**src/rtl/amo_alu.sv**
```systemverilog
module amo_alu #(
  parameter int XLEN = 64
) (
  input  logic            clk,
  input  logic            rst_n,
  input  logic            req_valid,
  output logic            req_ready,
  input  logic [4:0]      op_code,
  input  logic            dword,
  input  logic [XLEN-1:0] mem_old,
  input  logic [XLEN-1:0] reg_src,
  output logic            rsp_valid,
  output logic [XLEN-1:0] rd_value,
  output logic [XLEN-1:0] store_value,
  output logic            store_en,
  output logic            illegal_op
);
  localparam int HALF = XLEN / 2;

  logic            accept, legal, cmp_signed, src_lt_old;
  logic [XLEN:0]   cmp_old, cmp_src;
  logic [XLEN-1:0] result, rd_next, store_next;

  assign req_ready  = 1'b1;
  assign accept     = req_valid & req_ready;
  assign cmp_signed = ~op_code[3];

  always_comb begin
    if (dword) begin
      cmp_old = {cmp_signed & mem_old[XLEN-1], mem_old};
      cmp_src = {cmp_signed & reg_src[XLEN-1], reg_src};
    end else begin
      cmp_old = {{(XLEN-HALF+1){cmp_signed & mem_old[HALF-1]}}, mem_old[HALF-1:0]};
      cmp_src = {{(XLEN-HALF+1){cmp_signed & reg_src[HALF-1]}}, reg_src[HALF-1:0]};
    end
  end

  assign src_lt_old = $signed(cmp_src) < $signed(cmp_old);

  always_comb begin
    legal  = 1'b1;
    result = '0;
    case (op_code)
      5'h00: result = reg_src + mem_old;
      5'h01: result = reg_src;
      5'h04: result = reg_src ^ mem_old;
      5'h08: result = reg_src | mem_old;
      5'h0C: result = reg_src & mem_old;
      5'h10, 5'h18: result = src_lt_old ? reg_src : mem_old;
      5'h14, 5'h1C: result = src_lt_old ? mem_old : reg_src;
      default: legal = 1'b0;
    endcase
  end

  assign rd_next    = dword ? mem_old : {{HALF{mem_old[HALF-1]}}, mem_old[HALF-1:0]};
  assign store_next = !legal ? '0 : dword ? result : {{HALF{1'b0}}, result[HALF-1:0]};

  always_ff @(posedge clk) begin
    if (!rst_n) begin
      rsp_valid   <= 1'b0;
      store_en    <= 1'b0;
      illegal_op  <= 1'b0;
      rd_value    <= '0;
      store_value <= '0;
    end else begin
      rsp_valid  <= accept;
      store_en   <= accept & legal;
      illegal_op <= accept & ~legal;
      if (accept) begin
        rd_value    <= rd_next;
        store_value <= store_next;
      end
    end
  end
endmodule

```
**config.mk**
```make
export PLATFORM = sky130hd
export DESIGN_NAME = amo_alu
export DESIGN_NICKNAME = d
export VERILOG_FILES = /design/src/rtl/amo_alu.sv
export SDC_FILE = /design/constraint.sdc
export NUM_CORES = 1
export LEC_CHECK = 0
export BUFFER_PORTS_ARGS = -buffer_cell sky130_fd_sc_hd__buf_2
export CAP_MARGIN = 30
export CELL_PAD_IN_SITES_DETAIL_PLACEMENT = 1
export CELL_PAD_IN_SITES_GLOBAL_PLACEMENT = 2
export CORE_MARGIN = 4
export CORE_UTILIZATION = 29
export CTS_CLUSTER_DIAMETER = 120
export DETAILED_ROUTE_END_ITERATION = 7
export GPL_ROUTABILITY_DRIVEN = 0
export PLACE_DENSITY_LB_ADDON = 0.25
export SKIP_LAST_GASP = 1
export SLEW_MARGIN = 20
export SYNTH_ARGS = -nofsm -noshare
export SYNTH_HDL_FRONTEND = slang
export SYNTH_SLANG_ARGS = --single-unit
```
**constraint.sdc**
```tcl
create_clock -name clk -period 4.3 [get_ports clk]
set_input_delay 0.645 -clock clk [delete_from_list [all_inputs] [get_ports clk]]
set_output_delay 0.645 -clock clk [all_outputs]
set_load 0.01 [all_outputs]
```
**Word level (Yosys, flattened, before mapping)**

Index checks and enable logic that the tools add are counted.

- Add/sub/neg operators: 1
- Magnitude comparators: 1
- Equal/unequal tests: 8
- Mux-type cells: 9
- Bitwise gates (word level): 11
- Reductions and logical operators: 4

Operators with widths:

| operator | number |
|---|---|
| $pmux W64 S7 | 1 |
| $mux W64 | 5 |
| $mux W65 | 2 |
| $lt A65 B65 Y1 | 1 |
| $add A64 B64 Y64 | 1 |
| $and A64 B64 Y64 | 1 |
| $or A64 B64 Y64 | 1 |
| $xor A64 B64 Y64 | 1 |
| $eq A5 B5 Y1 const B | 4 |
| $eq A5 B4 Y1 const B | 2 |
| $reduce_or A9 Y1 | 1 |
| $and A1 B1 Y1 | 6 |
| $eq A5 B1 Y1 const B | 1 |
| $eq A5 B3 Y1 const B | 1 |
| $logic_not A5 Y1 | 1 |
| $reduce_or A2 Y1 | 2 |
| $not A1 Y1 | 2 |
| $mux W1 | 1 |

- Register bits: 131
- Input port bits: 137
- Output and inout bits: 132

**Longest topological paths before layout**

Gate-level depths: netlist of the first run.

- Depth after elaboration: 8
- Depth in mapped cells: 19
- Gate-level depth less buffers: 15

**Worst setup path after synthesis of the first run**

Ideal clock, no wire load.

- Kind: input to register
- From: input port dword
- To: register store_value[51]
- Setup time: 0.129 ns
- Arrival: 4.220 ns
- Slack: -0.049 ns
- Cell stages on the path: 17
- Buffers on the path: 5
- Cells stage by stage: clkbuf_1 -> clkbuf_1 -> buf_1 -> a21oi_1 -> ha_1 -> nand4_1 -> or4_4 -> nor4_2 -> o311a_1 -> a211o_1 -> o22ai_2 -> buf_6 -> o21ai_2 -> nand3_2 -> buf_4 -> a221o_1 -> a2bb2oi_1

- Word-level cells in the longest chain between the ends: 6
- Elaborated cells on any way between the ends: 8
- Classes of those cells: 1 x order compare; 7 x mux

Ends and longest elaborated chain:

| item | RTL line | RTL |
|---|---|---|
| start, declared | 9 | `input logic dword,` |
| $mux W65 | 29 | `if (dword) begin` |
| $lt A65 B65 Y1 | 38 | `assign src_lt_old = $signed(cmp_src) < $signed(cmp_old);` |
| $mux W64, on equally long branches | 50, 49 |  |
| $pmux W64 S7 | 43 | `case (op_code)` |
| $mux W64 (*) (2 in a row) | 56 | `assign store_next = !legal ? '0 : dword ? result : {{HALF{1'b0}}, result[HALF-1:0]};` |
| end signal, assigned | 71 | `store_value <= store_next;` |
| end, declared | 14 | `output logic [XLEN-1:0] store_value,` |

Every way passes the cells marked *; elsewhere a longest branch is shown, timed or not.
A chain may end at the register's enable or synchronous reset.

**Worst setup path after layout of the first run**

- From: input port mem_old[31]
- To: register store_value[39]

- Word-level cells in the longest chain between the ends: 7
- Elaborated cells on any way between the ends: 9
- Classes of those cells: 1 x add/sub; 1 x order compare; 6 x mux; 1 x bitwise

Ends and longest elaborated chain:

| item | RTL line | RTL |
|---|---|---|
| start, declared | 10 | `input logic [XLEN-1:0] mem_old,` |
| $and A1 B1 Y1 | 33 | `cmp_old = {{(XLEN-HALF+1){cmp_signed & mem_old[HALF-1]}}, mem_old[HALF-1:0]};` |
| $mux W65 | 29 |  |
| $lt A65 B65 Y1 | 38 |  |
| $mux W64, on equally long branches | 50, 49 |  |
| $pmux W64 S7 (*) | 43 |  |
| $mux W64 (*) (2 in a row) | 56 |  |

Marked as above.

==> results.sh, run 1 <==
export IMPL_skew_ns=0
export IMPL_synth_most_common_cell="a21oi_1"
export IMPL_core_area_um2=49100
export IMPL_clock_sinks=131
export IMPL_drt_wl_total_mm=70.3
export IMPL_max_freq_mhz=247
export IMPL_critPathKind="in2reg"
export IMPL_routedWlPerCell_um=24.0
export IMPL_maxSlewHeadroom=0.360
export IMPL_synth_top_area_frac=0.182
export IMPL_syn_avg_cell_area_um2=7.28
export IMPL_hpwl_mm=54.0
export IMPL_cts_buffers=17
export IMPL_antenna_found_initial=5
export IMPL_ys_ff_latch=131
export IMPL_viasPerCell=5.64
export IMPL_die_x_um=231
export IMPL_arrival_ns=4.41
export IMPL_cts_tree="yes"
export IMPL_nFillCells=6165
export IMPL_overflow=0
export IMPL_status="complete, no violations"
export IMPL_h_tree_depth=4
export IMPL_drtPass1Iterations=5
export IMPL_ys_flop_type="dfxtp_1"
export IMPL_grt_max_degree=72
export IMPL_ir_drop_uv=223
export IMPL_ctsHoldBuffers=0
export IMPL_area_delta_synth_final_pct=22.8
export IMPL_dr_total_vias=16500
export IMPL_drive_gt1_frac=0.209
export IMPL_netlist_area_um2=14400
export IMPL_start_util=0.295
export IMPL_fin_cells=2924
export IMPL_slew_violations=0
export IMPL_worst_pin_slew_ns=0.960
export IMPL_ys_top_cells_by_area="dfxtp_1 (18%), ha_1 (17%), a21oi_1 (10%), o21ai_0 (5.6%), inv_1 (4.2%)"
export IMPL_groute_usage_overall=0.257
export IMPL_ys_warn_count=0
export IMPL_numPortBuffers=267
export IMPL_synth_cells=1985
export IMPL_clkLatencyLatePin_ns=0.48
export IMPL_cp_max_fo=14
export IMPL_grt_pass1_vias=16700
export IMPL_drc_errors=0
export IMPL_placedCellCount=2889
export IMPL_dieArea_um2=53500
export IMPL_fin_crit_ns=4.05
export IMPL_clk_path_buf_depth=2
export IMPL_yosys_area_top_type="dfxtp_1"
export IMPL_post_route_period_util=0.941
export IMPL_postPlaceCellArea_um2=17100
export IMPL_die_h_um=231
export IMPL_setup_viol=0
export IMPL_fin_nets=2576
export IMPL_synth_net_count=2316
export IMPL_maxCapViolCount=0
export IMPL_p_per_area_nw_per_um2=269
export IMPL_num_io_pins=269
export IMPL_postRouteAntennaNets=0
export IMPL_power_leakage_nw=8.27
export IMPL_final_hold_violation_count=0
export IMPL_start_kind="input port"
export IMPL_clk_pin_slew_ns=0.07
export IMPL_rows=81
export IMPL_required_ns=4.66
export IMPL_synthArstFlopShare=0
export IMPL_cts_root_buf="clkbuf_16"
export IMPL_ys_types=87
export IMPL_hold_path_class="in2reg"
export IMPL_seq_area_frac_synth=0.182
export IMPL_final_design_area_no_fill_um2=17700
export IMPL_rsz0062_at_grt="no"
export IMPL_synthTopCellsByCount="a21oi_1 (291), ha_1 (193), inv_1 (163)"
export IMPL_worstSetupEndpointType="flip-flop"
export IMPL_grt_pass1_wl_mm=106
export IMPL_synth_edf_count=0
export IMPL_drt_iter0_drc=1142
[cell type report]
| class | count | area (um2) | area share |
|---|---|---|---|
| Clock inverter | 14 | 175 | 0.00987 |
| Multi-Input combinational cell | 1533 | 10600 | 0.599 |
| Clock buffer | 18 | 439 | 0.0247 |
| Antenna cell | 2 | 5.00 | 0.000282 |
| Inverter | 163 | 612 | 0.0345 |
| Timing Repair Buffer | 399 | 2430 | 0.137 |
| Sequential cell | 131 | 2620 | 0.148 |
| Tap cell | 664 | 831 | 0.0468 |
[registers in the layout, summed over array words and instances, names as in the netlist]
signal       cells
rd_value        64
store_value     64
illegal_op       1
rsp_valid        1
store_en         1
[critical path, stage by stage]
cell and delay (ns):
buf_2 0.09, inv_1 0.12, nor3_4 0.27, buf_12 0.18, buf_4 0.15, a21oi_1 0.05
ha_1 0.33, buf_4 0.15, a21oi_1 0.12, o21ai_0 0.10, a221oi_1 0.30, o31ai_1 0.18
a211o_1 0.31, o22ai_4 0.25, buf_4 0.22, buf_4 0.19, mux2i_1 0.20, o21ai_0 0.10
a221oi_1 0.31, a32oi_1 0.13
[per-stage QoR]
stage               utilization  TNS [ns]  hold WS [ns]  power (W)  worst slack [ns]
finish                    0.362         0         0.418    0.00478             0.253
global route              0.362         0         0.426    0.00504           0.00247
CTS                       0.361         0         0.383    0.00482             0.172
detailed placement        0.349    -11.79         0.447    0.00313            -0.328
global placement          0.349     -6.11         0.434    0.00310            -0.220
floorplan                     -         0         0.486    0.00240           0.00274
[cells in the final DEF, fill, tap and decap left out, types with 12 or more instances in the layout]
master     Yosys  routed
o31ai_1       17      17
nor2b_1       40      39
nand2_1      153     153
buf_2         19     264
clkbuf_16      0      17
a22oi_1       43      43
nand4_1       29      29
xor2_1        14      14
or3_1         14      14
o22ai_1       16      16
a21oi_1      291     290
dfxtp_1      131     131
nor3_1        35      34
nor2_1       108     106
a221oi_1      41      41
mux2i_1       48      48
buf_4          4     127
inv_1        163     163
xnor2_1       37      36
a21o_1        39      39
nand3_1       24      24
ha_1         193     193
o21bai_1      12      12
a31oi_1       17      17
o21ai_0      161     161
a221o_1       13      13
[worst paths after layout]
check	from	to	slack (ns)	cells past startpoint
setup / recovery	mem_old[31]	store_value[39]$_SDFFE_PN0P_	0.25	20
hold / removal	mem_old[9]	store_value[9]$_SDFFE_PN0P_	0.42	3
setup reg to reg	store_value[47]$_SDFFE_PN0P_	store_value[47]$_SDFFE_PN0P_	2.88	4
hold reg to reg	store_value[13]$_SDFFE_PN0P_	store_value[13]$_SDFFE_PN0P_	0.46	2
[cell families (layout without fill, tap and decap cells)]
group,Yosys count,after routing,share of synthesized area
muxes,49,49,0.0343
AOI/OAI and AO/OA,778,778,0.342
and+or+nand+nor,458,458,0.152
adders and majority gates,194,194,0.169
other,1,3,0.000260
DFF,131,131,0.182
xor gates and xnor gates,53,53,0.0341
buffers and inverters,321,594,0.0873
[where the power goes]
part	leakage, nW	total [W]	internal [W]	switching, W
clock	0.282	0.00163	0.000929	0.000704
combinational	6.92	0.00186	0.000708	0.00115
sequential	1.07	0.00129	0.00126	0.0000242
[repair_timing]
item | 4_1_cts | 5_1_grt
gates resized for setup | 0 | 2
setup endpoints to repair | 0 | 9
buffers inserted | 0 | 1
[per-layer routing]
metal | wire length (um) | GRT usage
met5 | 39 | 0
met3 | 3310 | 0.0382
met2 | 32700 | 0.420
met1 | 32700 | 0.352
met4 | 1610 | 0.0716
(Power assumes the default switching activity.)
==> run 2, diff against run 1 <==
==> constraint.sdc (replaced) <==
create_clock -name clk -period 4.3 [get_ports clk]
set_input_delay 0.215 -clock clk [delete_from_list [all_inputs] [get_ports clk]]
set_output_delay 0.215 -clock clk [all_outputs]
set_load 0.01 [all_outputs]
==> results.sh, run 2 (synthesized netlist as in run 1, its figures left out) <==
export IMPL_groute_usage_overall=0.250
export IMPL_grt_pass1_vias=16400
export IMPL_required_ns=4.68
export IMPL_routedWlPerCell_um=24.0
export IMPL_worstSetupEndpointType="flip-flop"
export IMPL_crit_chain="dlygate4sd3_1, buf_2, inv_1, ha_2, nor2b_1, o21ai_0, a21oi_1, or4_1, a211o_1, o22ai_4, or2_1, a31oi_2, buf_4, a221o_1, dlygate4sd3_1"
export IMPL_skew_ns=0
export IMPL_drt_iter0_drc=1135
export IMPL_worst_pin_slew_ns=0.887
export IMPL_drc_errors=0
export IMPL_dieArea_um2=53500
export IMPL_power_leakage_nw=8.11
export IMPL_use_met2=0.407
export IMPL_fin_tns_setup_ns=0
export IMPL_cts_root_buf="clkbuf_16"
export IMPL_hold_path_class="in2reg"
export IMPL_cts_tree="yes"
export IMPL_grt_max_degree=74
export IMPL_clk_pin_slew_ns=0.07
export IMPL_path_buf_inv=5
export IMPL_worst_hold_slack_ns=0.0413
export IMPL_placedCellCount=2813
export IMPL_area_delta_synth_final_pct=21.5
export IMPL_critPathTopFamily="buffers and inverters"
export IMPL_dr_total_vias=16300
export IMPL_drtPass1Iterations=6
export IMPL_numPortBuffers=267
export IMPL_drt_wl_total_mm=69.2
export IMPL_clk_path_buf_depth=2
export IMPL_maxSlewHeadroom=0.407
export IMPL_core_area_um2=49100
export IMPL_slowest_delay_ns=0.66
export IMPL_slowest_stage="or4_1"
export IMPL_fin_cells=2885
export IMPL_post_route_period_util=0.980
export IMPL_hp_start="reg_src[0]"
export IMPL_rr_startpoint="store_value[17]$_SDFFE_PN0P_"
export IMPL_layout_commonest_cell="a21oi_1"
export IMPL_rows=81
export IMPL_die_h_um=231
export IMPL_maxCapViolCount=0
export IMPL_antenna_found_initial=4
export IMPL_fin_crit_ns=4.21
export IMPL_clock_sinks=131
export IMPL_met3_usage=0.0498
export IMPL_cp_max_fo=11
export IMPL_start_kind="input port"
export IMPL_max_freq_mhz=237
export IMPL_die_x_um=231
export IMPL_use_met1=0.333
export IMPL_layout_common_cells="a21oi_1 (290), buf_2 (264), ha_1 (192)"
export IMPL_hpwl_mm=51.9
export IMPL_h_tree_depth=4
export IMPL_arrival_ns=4.60
export IMPL_drive_gt1_frac=0.179
export IMPL_grt_pass1_wl_mm=103
export IMPL_final_hold_violation_count=0
export IMPL_slew_violations=0
export IMPL_clkLatencyLatePin_ns=0.50
export IMPL_postRouteAntennaNets=0
export IMPL_overflow=0
export IMPL_utilization=0.358
export IMPL_busiest_layer="met2"
export IMPL_cts_buffers=17
export IMPL_reg_largest_list="rd_value x64, store_value x64"
export IMPL_ir_drop_uv=171
export IMPL_cpMostUsedCell="dlygate4sd3_1"
export IMPL_crit_start="reg_src[10]"
export IMPL_setup_viol=0
export IMPL_start_util=0.295
export IMPL_critPathKind="in2reg"
export IMPL_p_per_area_nw_per_um2=265
export IMPL_num_io_pins=269
export IMPL_fin_nets=2538
export IMPL_status="complete, no violations"
export IMPL_viasPerCell=5.64
[run 2: changes by cell type in the layout (fill, tap and decap cells not counted), sizes merged]
| cell | change |
|---|---|
| buf | -76 |
| clkinvlp | -5 |
| inv | +3 |
| clkinv | +4 |
| bufinv | -1 |
| dlygate4sd3 | +37 |
| diode | -1 |
[run 2: power by group]
group	total (W)	internal, W	switching, W
clock network	0.00159	0.000868	0.000717
logic	0.00178	0.000648	0.00113
registers	0.00129	0.00126	0.0000239
total	0.00465	0.00278	0.00187
[run 2: final timing paths]
path	endpoint	slack (ns)	depth (start not counted)
worst max-delay path	store_value[16]$_SDFFE_PN0P_	0.09	15
worst min-delay path	store_value[0]$_SDFFE_PN0P_	0.04	3
worst max register to register	store_value[17]$_SDFFE_PN0P_	2.78	5
worst min register to register	store_value[13]$_SDFFE_PN0P_	0.46	2
[run 2: layout make-up]
| class | count | area, um2 |
|---|---|---|
| Fill cell | 6122 | 31500 |
| Clock inverter | 15 | 174 |
| Clock buffer | 17 | 425 |
| Inverter | 163 | 612 |
| Timing Repair Buffer | 361 | 2250 |
| Sequential cell | 131 | 2620 |
| Tap cell | 664 | 831 |
| Antenna cell | 1 | 2.50 |
| Multi-Input combinational cell | 1533 | 10600 |
[run 2: worst reg2reg max path, stage by stage (launching register included)]
cell and delay, ns:
dfxtp_1 0.32, a32oi_1 0.17, o21ai_0 0.12, a21oi_1 0.15, o21ai_0 0.10, dlygate4sd3_1 0.56
[run 2: layer usage]
layer	wire length [um]	up-vias
met5	13	-
met4	1710	2
met3	4010	80
met2	31800	465
met1	31600	8074
li1	-	7650
[run 2: through the flow]
stage | setup slack (ns) | total power [W] | instance area [um2]
6_report | 0.0881 | 0.00465 | 17500
3_3_place_gp | 0.0814 | 0.00300 | 16500
3_5_place_dp | -0.0745 | 0.00303 | 16500
2_1_floorplan | 0.381 | 0.00240 | 14400
5_1_grt | -0.00153 | 0.00493 | 17500
4_1_cts | 0.0686 | 0.00469 | 17500
[run 2: what timing repair did]
item | 4_1_cts | 5_1_grt
hold endpoints to repair | 30 | 0
setup buffers | 0 | 1
hold buffers | 37 | 0
resized for setup | 0 | 3
endpoints found under the setup margin | 0 | 8
